==> src/rtl/txmb_pkg.sv <==
// Package: shared widths and status-word field positions for the
// transmit mailbox priority tracker. Assumes at most 128 mailboxes.
package txmb_pkg;
    localparam int IDX_W     = 7;
    localparam int IDX_LSB   = 16;
    localparam int VALID_BIT = 14;
    localparam int FREE_BIT  = 13;

    // Pack the three fields into the 32-bit word, zero elsewhere.
    function automatic logic [31:0] pack_status(input logic [IDX_W-1:0] idx,
                                                input logic valid,
                                                input logic free);
        logic [31:0] w;
        w = '0;
        w[IDX_LSB +: IDX_W] = idx;
        w[VALID_BIT] = valid;
        w[FREE_BIT]  = free;
        return w;
    endfunction
endpackage

==> src/rtl/txmb_snap.sv <==
// Snapshot register: captures mailbox flags, arbitration values, mode and
// the effective mailbox limit when an arbitration pass ends.
// Assumes capture is a single-cycle strobe; holds contents otherwise.
module txmb_snap
    import txmb_pkg::*;
#(
    parameter int NUM_MB = 16,
    parameter int PRIO_W = 8
) (
    input  logic                     clk,
    input  logic                     rst_n,
    input  logic                     capture,
    input  logic [NUM_MB-1:0]        act_i,
    input  logic [NUM_MB-1:0]        free_i,
    input  logic [NUM_MB-1:0]        send_i,
    input  logic [NUM_MB*PRIO_W-1:0] prio_i,
    input  logic                     by_num_i,
    input  logic [IDX_W-1:0]         max_mb_i,
    output logic [NUM_MB-1:0]        act_o,
    output logic [NUM_MB-1:0]        free_o,
    output logic [NUM_MB-1:0]        send_o,
    output logic [NUM_MB*PRIO_W-1:0] prio_o,
    output logic                     by_num_o,
    output logic [IDX_W-1:0]         limit_o
);
    localparam logic [IDX_W-1:0] LAST = IDX_W'(NUM_MB - 1);

    logic [IDX_W-1:0] limit_d;

    // Effective limit is the smaller of the configured field and the last mailbox.
    assign limit_d = (max_mb_i < LAST) ? max_mb_i : LAST;

    // Load all inputs on capture, hold otherwise.
    always_ff @(posedge clk) begin : snap_regs
        if (!rst_n) begin
            act_o    <= '0;
            free_o   <= '0;
            send_o   <= '0;
            prio_o   <= '0;
            by_num_o <= 1'b0;
            limit_o  <= '0;
        end else if (capture) begin
            act_o    <= act_i;
            free_o   <= free_i;
            send_o   <= send_i;
            prio_o   <= prio_i;
            by_num_o <= by_num_i;
            limit_o  <= limit_d;
        end
    end
endmodule

==> src/rtl/txmb_scan.sv <==
// Combinational scan over the snapshot: finds the lowest eligible free
// mailbox, the eligible active mailbox with the largest value (ties to
// the lower number) and the highest-numbered eligible active mailbox.
// Assumes NUM_MB <= 128. Nothing found gives index 0.
module txmb_scan
    import txmb_pkg::*;
#(
    parameter int NUM_MB = 16,
    parameter int PRIO_W = 8
) (
    input  logic [NUM_MB-1:0]        act,
    input  logic [NUM_MB-1:0]        free,
    input  logic [NUM_MB-1:0]        send,
    input  logic [NUM_MB*PRIO_W-1:0] prio,
    input  logic                     by_num,
    input  logic [IDX_W-1:0]         limit,
    output logic                     found_free,
    output logic [IDX_W-1:0]         pick_idx
);
    logic [NUM_MB-1:0] elig;
    logic [IDX_W-1:0]  free_idx, best_idx, high_idx;
    logic [PRIO_W-1:0] best_val;
    logic              any_cand;

    // Per-mailbox eligibility: within the limit and not on the bus.
    for (genvar g = 0; g < NUM_MB; g++) begin : g_elig
        assign elig[g] = (IDX_W'(g) <= limit) && !send[g];
    end

    // Walk the mailboxes once, keeping the three running selections.
    always_comb begin : scan_walk
        found_free = 1'b0;
        free_idx   = '0;
        any_cand   = 1'b0;
        best_idx   = '0;
        best_val   = '0;
        high_idx   = '0;
        for (int i = 0; i < NUM_MB; i++) begin
            if (elig[i]) begin
                if (free[i] && !found_free) begin
                    found_free = 1'b1;
                    free_idx   = IDX_W'(i);
                end
                if (act[i]) begin
                    if (!any_cand || prio[i*PRIO_W +: PRIO_W] > best_val) begin
                        best_val = prio[i*PRIO_W +: PRIO_W];
                        best_idx = IDX_W'(i);
                    end
                    any_cand = 1'b1;
                    high_idx = IDX_W'(i);
                end
            end
        end
    end

    // Free mailbox wins, otherwise the mode picks the ordering.
    assign pick_idx = found_free ? free_idx : (by_num ? high_idx : best_idx);
endmodule

==> src/rtl/txmb_prio_status.sv <==
// Top: transmit mailbox priority status word. Captures a snapshot on
// arb_pass_done, loads the scan result one edge later and sets the valid
// flag unless a CPU control write hit the pass. A successful transmit
// updates the index while no free mailbox is reported.
// Assumes single-cycle strobes and NUM_MB <= 128.
module txmb_prio_status
    import txmb_pkg::*;
#(
    parameter int NUM_MB = 16,
    parameter int PRIO_W = 8
) (
    input  logic                     clk,
    input  logic                     rst_n,
    input  logic [NUM_MB-1:0]        mb_active,
    input  logic [NUM_MB-1:0]        mb_free,
    input  logic [NUM_MB-1:0]        mb_sending,
    input  logic [NUM_MB*PRIO_W-1:0] mb_prio,
    input  logic                     order_by_num,
    input  logic [IDX_W-1:0]         max_mb_cfg,
    input  logic                     arb_pass_done,
    input  logic                     tx_done,
    input  logic [IDX_W-1:0]         tx_done_mb,
    input  logic                     cpu_ctrl_wr,
    output logic [31:0]              status_word
);
    logic [NUM_MB-1:0]        s_act, s_free, s_send;
    logic [NUM_MB*PRIO_W-1:0] s_prio;
    logic                     s_by_num;
    logic [IDX_W-1:0]         s_limit;
    logic                     scan_free;
    logic [IDX_W-1:0]         scan_idx;

    logic                     pend_q, pass_dirty_q, dirty_q;
    logic [IDX_W-1:0]         idx_q;
    logic                     valid_q, free_q;

    txmb_snap #(.NUM_MB(NUM_MB), .PRIO_W(PRIO_W)) i_snap (
        .clk      (clk),
        .rst_n    (rst_n),
        .capture  (arb_pass_done),
        .act_i    (mb_active),
        .free_i   (mb_free),
        .send_i   (mb_sending),
        .prio_i   (mb_prio),
        .by_num_i (order_by_num),
        .max_mb_i (max_mb_cfg),
        .act_o    (s_act),
        .free_o   (s_free),
        .send_o   (s_send),
        .prio_o   (s_prio),
        .by_num_o (s_by_num),
        .limit_o  (s_limit)
    );

    txmb_scan #(.NUM_MB(NUM_MB), .PRIO_W(PRIO_W)) i_scan (
        .act        (s_act),
        .free       (s_free),
        .send       (s_send),
        .prio       (s_prio),
        .by_num     (s_by_num),
        .limit      (s_limit),
        .found_free (scan_free),
        .pick_idx   (scan_idx)
    );

    // Track the pending pass and whether a CPU write touched it.
    always_ff @(posedge clk) begin : pass_track
        if (!rst_n) begin
            pend_q       <= 1'b0;
            pass_dirty_q <= 1'b0;
            dirty_q      <= 1'b0;
        end else if (arb_pass_done) begin
            pend_q       <= 1'b1;
            pass_dirty_q <= dirty_q | cpu_ctrl_wr;
            dirty_q      <= 1'b0;
        end else begin
            pend_q       <= 1'b0;
            dirty_q      <= dirty_q | cpu_ctrl_wr;
        end
    end

    // Status fields: pass result first, then transmit-done and CPU-write updates.
    always_ff @(posedge clk) begin : status_regs
        if (!rst_n) begin
            idx_q   <= '0;
            valid_q <= 1'b0;
            free_q  <= 1'b0;
        end else if (pend_q) begin
            idx_q   <= scan_idx;
            free_q  <= scan_free;
            valid_q <= !pass_dirty_q && !cpu_ctrl_wr;
        end else begin
            if (tx_done && !free_q) begin
                idx_q <= tx_done_mb;
            end
            if (cpu_ctrl_wr) begin
                valid_q <= 1'b0;
            end
        end
    end

    assign status_word = pack_status(idx_q, valid_q, free_q);

    AST_WR_DROPS_VALID: assert property (@(posedge clk) disable iff (!rst_n)
        cpu_ctrl_wr |=> !status_word[VALID_BIT]);
    AST_VALID_FROM_PASS: assert property (@(posedge clk) disable iff (!rst_n)
        $rose(valid_q) |-> $past(pend_q));
    AST_TXDONE_LOADS: assert property (@(posedge clk) disable iff (!rst_n)
        (tx_done && !free_q && !pend_q) |=> (idx_q == $past(tx_done_mb)));
    AST_IDX_IN_LIMIT: assert property (@(posedge clk) disable iff (!rst_n)
        pend_q |=> (idx_q <= $past(s_limit)));
    AST_RSV_ZERO: assert property (@(posedge clk) disable iff (!rst_n)
        (status_word[31:23] == '0) && (status_word[15] == 1'b0) && (status_word[12:0] == '0));
endmodule

==> config.mk <==
export PLATFORM = sky130hd
export DESIGN_NAME = txmb_prio_status
export DESIGN_NICKNAME = d
export VERILOG_FILES = /design/src/rtl/txmb_pkg.sv /design/src/rtl/txmb_snap.sv /design/src/rtl/txmb_scan.sv /design/src/rtl/txmb_prio_status.sv
export SDC_FILE = /design/constraint.sdc
export NUM_CORES = 1
export LEC_CHECK = 0
export BUFFER_PORTS_ARGS = -buffer_cell sky130_fd_sc_hd__buf_4
export CORE_ASPECT_RATIO = 0.6
export CORE_UTILIZATION = 52
export DETAILED_ROUTE_END_ITERATION = 8
export PLACE_DENSITY = 0.78
export RECOVER_POWER = 25
export SLEW_MARGIN = 20
export SYNTH_ARGS = -nofsm -noshare
export SYNTH_HDL_FRONTEND = slang
export SYNTH_SLANG_ARGS = --single-unit
export TNS_END_PERCENT = 100
==> constraint.sdc <==
create_clock -name clk -period 24.8 [get_ports clk]
set_input_delay 2.48 -clock clk [delete_from_list [all_inputs] [get_ports clk]]
set_output_delay 2.48 -clock clk [all_outputs]
set_load 0.05 [all_outputs]
* After elaboration in Yosys (flattened, before gate mapping)
Cells that the tools add are included.
Storage, ports and cells: register bits after elaboration 196, latch bits 0, memory bits (writable) 0, ROM bits 0, input port bits 196, word-level logic and storage cells 365, memories kept 0
Cells by class: $add $sub $neg 0, multipliers 0, divide/modulo/power cells 0, $lt $le $gt $ge 32, equal/unequal tests 0, shift-type cells 0, mux-type cells 219, bitwise logic cells 2, reduce and logical (&&, ||, !) cells 100
Operator list (number):
- $mux 7 | 107
- $mux 8 | 44
- $gt 8x8->1 | 15
- $mux 1 | 68
- $le 4x7->1 const A | 8
- $logic_not 1->1 | 49
- $logic_and 1x1->1 | 33
- $le 3x7->1 const A | 4
- $logic_or 1x1->1 | 15
- $le 1x7->1 const A | 2
- $le 2x7->1 const A | 2
- $lt 7x4->1 const B | 1
- $reduce_bool 2->1 | 2
- $reduce_or 2->1 | 1
- $not 1->1 | 1
- $or 1x1->1 | 1

* Longest topological paths before layout
word-level depth 81, depth in mapped cells 146, gate-level depth less buffers 132

* Hierarchy
A second synthesis with hierarchy kept.
Unflattened totals: cell total of the unflattened synthesis 1610, area, all modules 14058.5 µm²
Modules (own cells, without submodules):
- txmb_snap | times used 1, cells each 587, area an instance 6860.3 µm², seq. area each 3683.5 µm²
- txmb_scan | times used 1, cells each 949, area an instance 6525.0 µm², seq. area each 0.0 µm²
- txmb_prio_status | times used 1, cells each 74, area an instance 673.1 µm², seq. area each 240.2 µm²

* Least setup slack after synthesis
Ideal clock, no wire load.
kind register to register, start register i_snap.limit_o[3], end register idx_q[2], library setup time 127 ps, arrival 25510 ps, path slack -837 ps, stages on the path, launching flop included 137, buffers on the path 18, path through dfxtp_1 -> buf_6 -> or4_1 -> buf_2 -> o41a_1 -> clkbuf_1 -> nor2_1 -> o21ai_0 -> and2_1 -> ha_1 -> a21o_1 -> a21oi_1 -> nor2b_1 -> o31ai_1 -> and2_1 -> clkbuf_1 -> a31oi_1 -> inv_1 -> [... 101 more ...] -> o21a_1 -> o21a_1 -> o21ai_0 -> a21oi_1 -> o21a_1 -> clkbuf_1 -> o21a_1 -> ha_1 -> nor2b_1 -> o21a_1 -> o21a_1 -> o21ai_0 -> a31oi_1 -> o21a_1 -> nor3_1 -> a32oi_1 -> o2111ai_1 -> o21ai_0
On the way: word-level cells in the longest chain between the ends 81, elaborated cells on any way between the ends 311, classes of those cells order compare (31); mux (204); reduce/logical (76)
RTL lines:
- start: declaration | RTL line txmb_snap.sv:24 | output logic [IDX_W-1:0] limit_o
- start signal: assignment | RTL line txmb_snap.sv:48 | limit_o <= limit_d;
- $le 1x7->1 | RTL line txmb_scan.sv:27 | assign elig[g] = (IDX_W'(g) <= limit) && !send[g];
- $logic_and 1x1->1 | RTL line txmb_scan.sv:27
- $mux 8 or $mux 1 (tied branches) | RTL line txmb_scan.sv:39 | if (elig[i]) begin
- $gt 8x8->1 or $logic_not 1->1 (tied branches) | RTL line txmb_scan.sv:45 | if (!any_cand || prio[i*PRIO_W +: PRIO_W] > best_val) begin
- $logic_or 1x1->1 | RTL line txmb_scan.sv:45
- $mux 8 | RTL line txmb_scan.sv:45
- $mux 8 | RTL line txmb_scan.sv:44 | if (act[i]) begin
- $mux 8 | RTL line txmb_scan.sv:39
- [... 65 more ...]
- $gt 8x8->1 | RTL line txmb_scan.sv:45
- $logic_or 1x1->1 | RTL line txmb_scan.sv:45
- $mux 7 | RTL line txmb_scan.sv:45
- $mux 7 | RTL line txmb_scan.sv:44
- $mux 7 | RTL line txmb_scan.sv:39
- $mux 7 | RTL line txmb_scan.sv:57 | assign pick_idx = found_free ? free_idx : (by_num ? high_idx : best_idx);
- $mux 7 * | RTL line txmb_scan.sv:57
- $mux 7 * | RTL line txmb_prio_status.sv:88 | end else if (pend_q) begin
- end signal: assignment | RTL line txmb_prio_status.sv:89 | idx_q <= scan_idx;
- end signal: assignment | RTL line txmb_prio_status.sv:94 | idx_q <= tx_done_mb;
- end: declaration | RTL line txmb_prio_status.sv:34 | logic [IDX_W-1:0] idx_q;
Every way passes the cells marked *; elsewhere a longest branch is shown, timed or not. A chain may end at the register's enable or synchronous reset.

* Worst setup path in the final report
start register i_snap.send_o[0], end register idx_q[2]
On the way: word-level cells in the longest chain between the ends 81, elaborated cells on any way between the ends 253, classes of those cells order compare (15); mux (176); reduce/logical (62)
RTL lines:
- start: declaration | RTL line txmb_snap.sv:21 | output logic [NUM_MB-1:0] send_o,
- start signal: assignment | RTL line txmb_snap.sv:45 | send_o <= send_i;
- $logic_not 1->1 * | RTL line txmb_scan.sv:27
- $logic_and 1x1->1 * | RTL line txmb_scan.sv:27
- $mux 8 or $mux 1 (tied branches) | RTL line txmb_scan.sv:39
- $gt 8x8->1 or $logic_not 1->1 (tied branches) | RTL line txmb_scan.sv:45
- $logic_or 1x1->1 | RTL line txmb_scan.sv:45
- $mux 8 | RTL line txmb_scan.sv:45
- $mux 8 | RTL line txmb_scan.sv:44
- $mux 8 | RTL line txmb_scan.sv:39
- [... 65 more ...]
- $gt 8x8->1 | RTL line txmb_scan.sv:45
- $logic_or 1x1->1 | RTL line txmb_scan.sv:45
- $mux 7 | RTL line txmb_scan.sv:45
- $mux 7 | RTL line txmb_scan.sv:44
- $mux 7 | RTL line txmb_scan.sv:39
- $mux 7 | RTL line txmb_scan.sv:57
- $mux 7 * | RTL line txmb_scan.sv:57
- $mux 7 * | RTL line txmb_prio_status.sv:88
Marked as above.

==> metrics.cfg <==
[timing]
period_minus_slack_ns = 24.53
hold_ws_ns = 0.462
finalHoldViolCount = 0
fin_crit_sh_pct = 98.9
maxSlewHeadroom_pct = -296
finalSetupViolations = 0
setup_slack_ns = 0.268
tightest_slew_ns = 5.93
maxSlewViolCount = 206
fmax_ghz = 0.0408
fin_skew_ns = 0.00694
rsz0062_at_grt = true

[final_layout]
diodes = 0
fill_cells = 1790
finalCoreUtilization_pct = 74.1
area_delta_synth_final_pct = 38.7
final_nets = 2245
drive_gt1_share_pct = 34.3
design_area_um2 = 18000

[worst_setup_path]
cp.required_ns = 25.14
r2r_slack_ns = 0.27
critical_path_buf_inv_count = 16
slowest_stage = a311o_2
arrival_ns = 24.87
crit_family = compound AO/OA/AOI/OAI gates
startpoint_type = flop
cp_max_fo = 8
path_class = reg -> reg
slowest_delay_ns = 0.48
crit_top_cell = ha_1
cp-end-kind = flop

[logic_synthesis]
ys_ff_latch = 196
synthArstFlopShare_pct = 0
synth_cell_types = 73
ys_warn_count = 0
synth_top_area_share_pct = 30.2
synthTopCellsByArea = dfxtp_1 30%, mux2i_1 15%, ha_1 12%
synth_cells = 1548
yosysTopAreaCell = dfxtp_1
yosysMostFrequentCell = nor2_1
synthTopCellsByCount = 246 x nor2_1, 196 x dfxtp_1, 195 x mux2i_1, 120 x ha_1, 102 x a21oi_1
avgSynthCellArea_um2 = 8.40
synth_flop_cell = dfxtp_1
syn_area_um2 = 13000
synth_edf_count = 0
yosysSeqAreaShare_pct = 30.2

[placement]
gp_congestion = 0.995
dpl_worst_slack_ns = -1.12
place_area_um2 = 15900
dp_hpwl_mm = 34.0
io_buffers = 204

[global_route]
grt_pass1_wl_mm = 65.9
grt_max_degree = 110
grt_pass1_vias = 12000
antenna_found_initial = 0
grt_overflow = 0
globalRouteTotalUtil_pct = 33.2

[drt]
drc = 0
vias_per_cell = 5.91
wl_per_cell_um = 20.1
firstDrtPassIters = 6
vias = 13400
drt_wl_total_mm = 45.4
first_iter_violations = 1159
ant_nets = 0

[cts]
tritoncts = yes
cts-buffers-inserted = 17
cts_buffer_depth = 2
htreeDepth = 4
clk_latency_ns = 0.45
cts.sinks = 196
cts_hold_buf = 0
clkTransAtPathRegs_ns = 0.07
cts_root_buf = clkbuf_16

[floorplan]
dieArea_um2 = 25700
die_width_um = 206
coreArea_um2 = 24300
pin_count = 228
num_rows = 44
die_h_um = 124
floorplan.initialDensity_pct = 53.4

[power_and_ir_drop]
ir_drop_uv = 46.1
p_per_area_nw_per_um2 = 58.5
p_leak_nw = 8.42
p_total_mw = 1.06

[run_status]
outcome = complete, but fails checks
violations = max-capacitance violations, max-slew violations

[worst_hold_path]
holdCritPathClass = reg -> reg

[run]
maxCapViolCount = 3

worst register-to-register path, delay by kind of cell, from the launching register on:
kind                       cells  cell delay, ns
and+or+nand+nor               25            4.23
AOI/OAI and AO/OA             74           12.69
adders and majority gates     15            4.05
DFF                            1            0.41
muxes                          3            0.85
buffers and inverters         16            2.17
routing by layer:
layer,track usage (%),wire [um]
met1,53.5,22300
met2,42.9,17800
met3,8.16,4760
met4,6.88,553
met5,0,0
flip-flops by register name, indices dropped and copies added (netlist names):
register,flops
i_snap.act_o,16
i_snap.limit_o,7
pass_dirty_q,1
i_snap.send_o,16
i_snap.free_o,16
free_q,1
i_snap.prio_o,128
pend_q,1
dirty_q,1
i_snap.by_num_o,1
idx_q,7
valid_q,1
cells in the final DEF (no fill, tap or decap), types with 23 or more instances in the layout:
master   count
o21ai_0     26
conb_1      23
nand2_1     72
dfxtp_1    194
nand4_1     23
inv_1       49
a21o_1      35
a21oi_1     74
nand3_1     23
mux2i_1    184
buf_4      401
a21oi_2     26
ha_1        99
nor2_1     241
final timing paths:
kind / startpoint / depth (start not counted) / endpoint
setup / recovery: i_snap.send_o[0]$_SDFFE_PN0P_ / 133 / idx_q[2]$_SDFFE_PN0P_
hold / removal: idx_q[6]$_SDFFE_PN0P_ / 2 / idx_q[6]$_SDFFE_PN0P_
setup reg to reg: i_snap.send_o[0]$_SDFFE_PN0P_ / 133 / idx_q[2]$_SDFFE_PN0P_
hold reg to reg: idx_q[6]$_SDFFE_PN0P_ / 2 / idx_q[6]$_SDFFE_PN0P_
kinds of logic after synthesis:
family / share of synthesized area (%)
AOI/OAI and AO/OA: 18.8
adders and majority gates: 11.5
buffers and inverters: 5.23
DFF: 30.2
muxes: 15.8
other: 0.0288
and+or+nand+nor: 18.4
repair_timing:
action                                  in CTS  in global routing
pin swaps                                    3                 86
setup buffers                                6                 42
endpoints found under the setup margin       4                  4
cloned                                       0                  6
gates resized for setup                     37                229
metrics by stage:
step | cells | setup TNS, ns
after global placement | 2178 | -0.977
after floorplan | 1570 | 0
after CTS | 2215 | 0
after global routing | 2263 | -2.07
after detailed placement | 2178 | -3.74
final | 2263 | 0
layout make-up:
class                      count  area, um2  share of cell area, %
tap                          322        403                   2.23
clock inverter                11        119                  0.659
sequential                   196       3930                   21.8
inverter                      52        196                   1.09
multi-input combinational   1229       9600                   53.2
clock buffer                  20        447                   2.48
timing repair buffer         433       3340                   18.5
where the power goes:
part           switching, mW  internal (mW)  leakage [nW]
logic                  0.220          0.202          6.53
registers             0.0232          0.334          1.62
clock network          0.133          0.143         0.273
total                  0.376          0.679          8.42
Note: power is estimated with default switching activity, not from simulation.
